`src/rtl/clk_stop_iso_pkg.sv`:
```
package clk_stop_iso_pkg;
  typedef enum logic [1:0] {
    ST_RUN = 2'd0,
    ST_FWD = 2'd1,
    ST_ISO = 2'd2,
    ST_REL = 2'd3
  } csi_state_e;
endpackage

```
`src/rtl/csi_fsm.sv`:
```
module csi_fsm
  import clk_stop_iso_pkg::*;
(
  input  logic clk_i,
  input  logic rst_ni,
  input  logic stop_req_i,
  input  logic wake_en_i,
  input  logic periph_ack_i,
  input  logic mux_main_i,
  input  logic clk_sel_i,
  input  logic busy_i,
  output logic stop_ack_o,
  output logic periph_req_o,
  output logic isolate_o
);
  csi_state_e state_q, state_d;
  logic       loop_q, loop_d;

  always_comb begin
    state_d = state_q;
    loop_d  = loop_q;
    unique case (state_q)
      ST_RUN: if (stop_req_i && !busy_i) begin
        loop_d  = wake_en_i;
        state_d = wake_en_i ? ST_ISO : ST_FWD;
      end
      ST_FWD: if (periph_ack_i) state_d = ST_ISO;
      ST_ISO: if (!stop_req_i && mux_main_i && !clk_sel_i)
        state_d = loop_q ? ST_RUN : ST_REL;
      ST_REL: if (!periph_ack_i) state_d = ST_RUN;
      default: state_d = ST_RUN;
    endcase
  end

  always_ff @(posedge clk_i or negedge rst_ni) begin
    if (!rst_ni) begin
      state_q <= ST_RUN;
      loop_q  <= 1'b0;
    end else begin
      state_q <= state_d;
      loop_q  <= loop_d;
    end
  end

  assign stop_ack_o   = (state_q == ST_ISO);
  assign periph_req_o = (state_q == ST_FWD) || ((state_q == ST_ISO) && !loop_q);
  assign isolate_o    = (state_q != ST_RUN);
endmodule

```
`src/rtl/csi_clk_sel.sv`:
```
module csi_clk_sel (
  input  logic clk_i,
  input  logic rst_ni,
  input  logic cfg_i,
  output logic sel_o
);
  always_ff @(posedge clk_i or negedge rst_ni) begin
    if (!rst_ni) sel_o <= 1'b0;
    else         sel_o <= cfg_i;
  end
endmodule

```
`src/rtl/csi_null_rsp.sv`:
```
module csi_null_rsp #(
  parameter int unsigned DATA_W = 32
) (
  input  logic              valid_i,
  output logic              ready_o,
  output logic [DATA_W-1:0] rdata_o
);
  assign ready_o = valid_i;
  assign rdata_o = '0;
endmodule

```
`src/rtl/csi_route.sv`:
```
module csi_route #(
  parameter int unsigned ADDR_W = 12,
  parameter int unsigned DATA_W = 32
) (
  input  logic              isolate_i,
  input  logic              bus_valid_i,
  input  logic              bus_write_i,
  input  logic [ADDR_W-1:0] bus_addr_i,
  input  logic [DATA_W-1:0] bus_wdata_i,
  output logic              bus_ready_o,
  output logic [DATA_W-1:0] bus_rdata_o,
  output logic              per_valid_o,
  output logic              per_write_o,
  output logic [ADDR_W-1:0] per_addr_o,
  output logic [DATA_W-1:0] per_wdata_o,
  input  logic              per_ready_i,
  input  logic [DATA_W-1:0] per_rdata_i
);
  logic              nul_ready;
  logic [DATA_W-1:0] nul_rdata;

  csi_null_rsp #(.DATA_W(DATA_W)) u_null (
    .valid_i (bus_valid_i && isolate_i),
    .ready_o (nul_ready),
    .rdata_o (nul_rdata)
  );

  assign per_valid_o = bus_valid_i && !isolate_i;
  assign per_write_o = bus_write_i;
  assign per_addr_o  = bus_addr_i;
  assign per_wdata_o = isolate_i ? '0 : bus_wdata_i;
  assign bus_ready_o = isolate_i ? nul_ready : per_ready_i;
  assign bus_rdata_o = isolate_i ? nul_rdata : per_rdata_i;
endmodule

```
`src/rtl/clk_stop_iso.sv`:
```
module clk_stop_iso #(
  parameter int unsigned ADDR_W = 12,
  parameter int unsigned DATA_W = 32
) (
  input  logic              clk_i,
  input  logic              rst_ni,
  input  logic              wake_en_i,
  input  logic              sel_alt_cfg_i,
  input  logic              mux_main_i,
  output logic              clk_sel_o,
  input  logic              stop_req_i,
  output logic              stop_ack_o,
  output logic              periph_stop_req_o,
  input  logic              periph_stop_ack_i,
  input  logic              bus_valid_i,
  input  logic              bus_write_i,
  input  logic [ADDR_W-1:0] bus_addr_i,
  input  logic [DATA_W-1:0] bus_wdata_i,
  output logic              bus_ready_o,
  output logic [DATA_W-1:0] bus_rdata_o,
  output logic              per_valid_o,
  output logic              per_write_o,
  output logic [ADDR_W-1:0] per_addr_o,
  output logic [DATA_W-1:0] per_wdata_o,
  input  logic              per_ready_i,
  input  logic [DATA_W-1:0] per_rdata_i
);
  logic isolate;
  logic busy;

  // a forwarded access waiting for ready blocks acceptance
  assign busy = per_valid_o && !per_ready_i;

  csi_clk_sel u_sel (
    .clk_i  (clk_i),
    .rst_ni (rst_ni),
    .cfg_i  (sel_alt_cfg_i),
    .sel_o  (clk_sel_o)
  );

  csi_fsm u_fsm (
    .clk_i        (clk_i),
    .rst_ni       (rst_ni),
    .stop_req_i   (stop_req_i),
    .wake_en_i    (wake_en_i),
    .periph_ack_i (periph_stop_ack_i),
    .mux_main_i   (mux_main_i),
    .clk_sel_i    (clk_sel_o),
    .busy_i       (busy),
    .stop_ack_o   (stop_ack_o),
    .periph_req_o (periph_stop_req_o),
    .isolate_o    (isolate)
  );

  csi_route #(.ADDR_W(ADDR_W), .DATA_W(DATA_W)) u_route (
    .isolate_i   (isolate),
    .bus_valid_i (bus_valid_i),
    .bus_write_i (bus_write_i),
    .bus_addr_i  (bus_addr_i),
    .bus_wdata_i (bus_wdata_i),
    .bus_ready_o (bus_ready_o),
    .bus_rdata_o (bus_rdata_o),
    .per_valid_o (per_valid_o),
    .per_write_o (per_write_o),
    .per_addr_o  (per_addr_o),
    .per_wdata_o (per_wdata_o),
    .per_ready_i (per_ready_i),
    .per_rdata_i (per_rdata_i)
  );
endmodule

```
`config.mk`:
```
export PLATFORM = sky130hd
export DESIGN_NAME = clk_stop_iso
export DESIGN_NICKNAME = d
export VERILOG_FILES = /design/src/rtl/clk_stop_iso_pkg.sv /design/src/rtl/csi_fsm.sv /design/src/rtl/csi_clk_sel.sv /design/src/rtl/csi_null_rsp.sv /design/src/rtl/csi_route.sv /design/src/rtl/clk_stop_iso.sv
export SDC_FILE = /design/constraint.sdc
export NUM_CORES = 1
export LEC_CHECK = 0
export CAP_MARGIN = 10
export CORE_UTILIZATION = 18
export CTS_BUF_LIST = sky130_fd_sc_hd__clkbuf_4 sky130_fd_sc_hd__clkbuf_8 sky130_fd_sc_hd__clkbuf_16
export DETAILED_ROUTE_END_ITERATION = 8
export GPL_TIMING_DRIVEN = 0
export PLACE_DENSITY_LB_ADDON = 0.08
export SYNTH_ARGS = -nofsm -noshare
export SYNTH_HDL_FRONTEND = slang
export SYNTH_SLANG_ARGS = --single-unit
```
`constraint.sdc`:
```
create_clock -name clk_i -period 1.4 [get_ports clk_i]
set_clock_uncertainty 0.05 [all_clocks]
set_input_delay 0.14 -clock clk_i [delete_from_list [all_inputs] [get_ports clk_i]]
set_output_delay 0.14 -clock clk_i [all_outputs]
set_load 0.03 [all_outputs]
```
# --- Word-level counts from Yosys, hierarchy flattened ---
# Index checks and enable logic that the tools add are counted.
op_classes:
  n_addsub: 0
  multipliers: 0
  div: 0
  magnitude_cmp: 0
  n_eq_ne: 7
  shifts: 0
  mux: 10
  bitwise: 0
  n_reduce_logical: 18
op_table:
  columns: ["op", "count"]
  rows:
  - ["two-way mux 32 bit", 2]
  - ["two-way mux 2 bit", 6]
  - ["one-hot mux 2 bit (4 select lines)", 1]
  - ["logical AND 1 bit", 7]
  - ["logical NOT 1 bit", 6]
  - ["== test 2 bit (second input constant)", 2]
  - ["!= test 2 x 1 -> 1 bit (second input constant)", 2]
  - ["!= test 2 bit (second input constant)", 2]
  - ["AND reduction 4 bit", 1]
  - ["== test 2 x 1 -> 1 bit (second input constant)", 1]
  - ["logical NOT 2 bit", 1]
  - ["AND reduction 2 bit", 1]
  - ["nonzero test 2 bit", 1]
  - ["logical OR 1 bit", 1]
  - ["two-way mux 1 bit", 1]
totals:
  ff_bits: 4
  latch_bits: 0
  ram_bits: 0
  mem_bits_ro: 0
  inputBits: 86
  out_inout_bits: 82
  wordCells: 38
  mem_count: 0

# --- Depth between registers and ports, before layout ---
depth:
  depth_word: 8
  ltp_mapped: 4

# --- By module ---
# A second synthesis with hierarchy kept.
unflattened:
  hier_cells: 143
  area_unflattened_um2: 1209.9
modules_own_cells:
  columns: ["mod", "n_inst", "cells_each", "area_per_inst_um2", "seq_area_each_um2"]
  rows:
  - ["csi_route", 1, 87, 729.4, 0.0]
  - ["csi_null_rsp", 1, 34, 251.5, 0.0]
  - ["csi_fsm", 1, 20, 190.2, 75.1]
  - ["csi_clk_sel", 1, 1, 25.0, 25.0]
  - ["clk_stop_iso", 1, 1, 13.8, 0.0]

# --- Least setup slack after synthesis ---
# No wires, ideal clock.
synth_timing:
  kind: "register to output"
  startpoint: "register u_fsm.state_q[1]"
  endpoint: "output periph_stop_req_o"
  arrival_ns: 1.153
  required_time_ns: 1.210
  setup_slack_ns: 0.057
  stages_incl_launch_ff: 3
  cell_sequence: "dfrtp_1 -> nor2b_2 -> a21o_1"
synth_via:
  elab_chain_cells: 3
  elab_cells_between_ends: 4
  classes_between: "eq/ne (2); reduce/logical (2)"
synth_lines:
  columns: ["element", "line_no", "text"]
  rows:
  - ["from (decl)", "csi_fsm.sv:16", "csi_state_e state_q, state_d;"]
  - ["from (signal assigned)", "csi_fsm.sv:40", "state_q <= state_d;"]
  - ["== test 2 bit", null, null]
  - ["via stop_ack_o", "clk_stop_iso.sv:12", "output logic stop_ack_o,"]
  - ["logical AND 1 bit", "csi_fsm.sv:46", "assign periph_req_o = (state_q == ST_FWD) || ((state_q == ST_ISO) && !loop_q);"]
  - ["logical OR 1 bit", "csi_fsm.sv:46", null]
  - ["to (decl)", "clk_stop_iso.sv:13", "output logic periph_stop_req_o,"]
# The timed path passes the listed nets, and every way through them passes these cells.

# --- Worst setup path in the final report ---
layout_timing:
  startpoint: "register u_fsm.state_q[0]"
  endpoint: "output bus_ready_o"
layout_via:
  elab_chain_cells: 3
layout_lines:
  columns: ["element", "line_no", "text"]
  rows:
  - ["nonzero test 2 bit (*)", "csi_fsm.sv:47", "assign isolate_o = (state_q != ST_RUN);"]
  - ["logical AND 1 bit", "csi_route.sv:23", ".valid_i (bus_valid_i && isolate_i),"]
  - ["two-way mux 1 bit (*)", "csi_route.sv:32", "assign bus_ready_o = isolate_i ? nul_ready : per_ready_i;"]
  - ["to (decl)", "clk_stop_iso.sv:19", "output logic bus_ready_o,"]
# Every way passes the cells marked *; elsewhere a longest branch is shown, timed or not.

==> run summary <==
OUTCOME
--------------------------------------------------------------------------------------
Result of the run                                                         finished, violations left
Failing checks                                                            negative setup slack

CRITICAL PATH
--------------------------------------------------------------------------------------
Top delay family on crit path                                               flip-flops
Cell with the most instances on the worst path                            sky130_fd_sc_hd__buf_6
Req. time, crit path                                                           1.21 ns
Instance count on the critical path                                                  4
Crit. End Element                                                           output pin
Origin of the critical flop-to-flop path                                  u_fsm.state_q[0]$_DFFE_PN0P_
Worst EP arrival                                                               1.40 ns
Worst setup path startpoint                                               u_fsm.state_q[0]$_DFFE_PN0P_
CP max FO                                                                            6
Buf+Inv Stages, Crit Path                                                            2
Path depth of the worst reg2reg path                                                 7
Worst path cell trace                                                     nor2_4, buf_6, mux2_4, buf_6
Crit start category                                                               flop
Delay of the slowest critical-path stage                                       0.41 ns
Slowest cell on the critical path                                         sky130_fd_sc_hd__dfrtp_2
Type of the worst setup path                                              flop to output pin

FLOORPLANNING
--------------------------------------------------------------------------------------
Starting density of the core                                                    0.1926
Die X-Extent                                                                  68.12 µm
Boundary Pins                                                                      168
Area of the core                                                              4086 µm²
Total Die Area                                                                4640 µm²
Die Span Y                                                                    68.12 µm
Number of rows in the core area                                                     23

CLOCK NETWORK
--------------------------------------------------------------------------------------
Clock slew at the register clock pins of the worst setup and hold paths        0.03 ns
Number of levels in the clock H-tree                                                 1
Skew-Pair Late Insertion Delay                                                 0.22 ns
Number of buffers created by CTS                                                     3
Largest buffer count on any clock path                                               2
Clock tree root driver cell                                               sky130_fd_sc_hd__clkbuf_8
Clock tree from TritonCTS                                                         done
Sink Count                                                                           4
CTS hold repair buffers                                                              0

STA
--------------------------------------------------------------------------------------
Final Hold Fails                                                                     0
Peak clock frequency supported by timing                                     630.0 MHz
Share of the clock period used by the worst path                                 1.134
Max-slew violation count                                                             0
Min Tclk post-route                                                           1.587 ns
Unrepaired setup endpoints after global routing                                   true
Slew at the pin with the worst max-slew slack                                0.3095 ns
Final setup slack of the worst path                                         -0.1872 ns
Tightest slew margin relative to the limit                                      0.7930
Setup violators final                                                               67

DETAILED ROUTING
--------------------------------------------------------------------------------------
Average via count per standard cell                                              4.123
WL/cell                                                                       13.15 µm
Wire length after detailed routing                                            4.275 mm
Via count                                                                         1340
Iteration-0 DRC Markers                                                              5
DRC errors left                                                                      0
Number of antenna-violating nets in the routed design                                0
First-pass DRT Iterations                                                            2

SYNTHESIS
--------------------------------------------------------------------------------------
Number of storage elements in the synthesis netlist                                  4
Share of synthesized area occupied by flip-flops and latches                    0.1272
Post-synthesis cell type count                                                      20
Warnings, synthesis                                                                  0
Post-Synthesis Cell Area                                                     787.0 µm²
Number of cells produced by synthesis                                              105
Net count after synthesis                                                          191
Mean post-synth cell area                                                    7.495 µm²

PLACEMENT
--------------------------------------------------------------------------------------
Dpl cell area                                                                 2391 µm²
Port-buffer cells                                                                  154
DP Wirelength                                                                 3.338 mm
Final weighted congestion in routability-driven placement                       0.7091

POWER
--------------------------------------------------------------------------------------
Overall power of the completed layout                                          6344 µW
Total power divided by cell area                                           2275 nW/µm²
Largest vdd supply drop                                                        1327 µV
Leak pwr                                                                   0.001324 µW

GLOBAL ROUTE
--------------------------------------------------------------------------------------
Antenna violations before repair                                                     0
All-layer global routing usage                                                  0.1671
Global-route wire length before repair                                        5.713 mm
Vias in the first global route                                                    1194
GRT overflow                                                                         0
Maximum number of pins on one net before global-route repair                        11

FINISH
--------------------------------------------------------------------------------------
Layout cell share with drive strength beyond 1                                  0.5745
Filler Cells Inserted                                                              356
Layout Area Growth over Synthesis                                               254.4%
Antenna diode count                                                                  0
Final core utilization                                                          0.6825
# nets final                                                                       363
Final instance area                                                           2789 µm²

MIN PATH
--------------------------------------------------------------------------------------
Type of the most critical hold path                                       primary input to asynchronous set/reset pin

FLOW RUN
--------------------------------------------------------------------------------------
Number of max-cap violations                                                         0

## layout by cell type, fill, tap and decap left out, drive strengths merged, types with 2 or more instances in the layout
cell,n
buf,100
clkdlybuf4s50,85
and2,65
clkbuf,4
dfrtp,4
a21o,2
nor2b,2
## cell type report
class,count,area [µm²],area share
clock buffers,3,41.29,0.01480
repair buffers,169,1758,0.6303
well taps,50,62.56,0.02243
plain buffers,18,156.4,0.05608
inverters,1,3.754,0.001346
flip-flops and latches,4,101.3,0.03634
multi-input cells,80,665.6,0.2387
## what timing repair did
action | CTS | global route
buffers inserted | 8 | 7
resized for setup | 498 | 49
pin swaps | 4 | 12
setup endpoints to repair | 69 | 70
cloned | 1 | 1
hold endpoints to repair | 0 | 0
## through the flow
step / setup TNS (ns) / setup WS [ns] / cells / hold WS, ns
2_1_floorplan: 0 / 0.05703 / 105 / -0.2056
3_3_place_gp: -34.81 / -0.5560 / 309 / 0.3180
3_5_place_dp: -34.10 / -0.5596 / 309 / 0.3184
4_1_cts: -10.41 / -0.2323 / 321 / 0.09074
5_1_grt: -12.24 / -0.2374 / 325 / 0.09732
6_report: -7.896 / -0.1872 / 325 / 0.08458
## cell families after synthesis
logic type,after synthesis,synth area share
muxes,1,0.01907
AOI/OAI and AO/OA,5,0.04928
and+or+nand+nor,73,0.5930
DFF,4,0.1272
xor gates and xnor gates,1,0.01113
buffers and inverters,21,0.2003
## synth_stat cells
cell,instances,share of area
sky130_fd_sc_hd__a21o_1,2,0.019
sky130_fd_sc_hd__a221o_1,1,0.013
sky130_fd_sc_hd__a32oi_1,1,0.011
sky130_fd_sc_hd__and2_1,65,0.52
sky130_fd_sc_hd__and4_4,1,0.014
sky130_fd_sc_hd__buf_4,13,0.12
sky130_fd_sc_hd__buf_6,4,0.057
sky130_fd_sc_hd__clkbuf_1,3,0.014
sky130_fd_sc_hd__dfrtp_1,4,0.13
sky130_fd_sc_hd__inv_1,1,0.0048
sky130_fd_sc_hd__mux2_4,1,0.019
sky130_fd_sc_hd__nand2_1,1,0.0048
sky130_fd_sc_hd__nand2b_1,1,0.0080
sky130_fd_sc_hd__nand3_1,1,0.0064
sky130_fd_sc_hd__nor2_4,1,0.014
sky130_fd_sc_hd__nor2b_1,1,0.0080
sky130_fd_sc_hd__nor2b_2,1,0.011
sky130_fd_sc_hd__nor3b_1,1,0.0095
sky130_fd_sc_hd__o21ai_0,1,0.0064
sky130_fd_sc_hd__xnor2_1,1,0.011
## metal layers
metal,GRT usage,vias up,wire length (µm),part of all wire
li1,-,653,-,-
met1,0.1367,581,1222,0.29
met2,0.3578,100,2412,0.56
met3,0.06500,6,590,0.14
met4,0.03646,0,49,0.011
met5,0,-,0,0
## registers in the layout, summed over array words and instances, names as in the netlist
register / cells
u_sel.sel_o: 1
u_fsm.state_q: 2
u_fsm.loop_q: 1
## power by group
part | switching, µW | internal, µW
logic | 2850 | 3040
registers | 45.7 | 165
clock network | 56.2 | 183
## worst paths after layout
check	slack [ns]	endpoint
worst max-delay path	-0.19	bus_ready_o
worst min-delay path	0.08	u_fsm.state_q[1]$_DFFE_PN0P_
worst max register to register	-0.03	u_fsm.loop_q$_DFFE_PN0P_
worst min register to register	0.45	u_fsm.loop_q$_DFFE_PN0P_
max in group asynchronous	1.03	u_fsm.state_q[0]$_DFFE_PN0P_
min in group clk_i	0.32	u_sel.sel_o$_DFF_PN0_
Note: power is estimated with default switching activity, not from simulation.
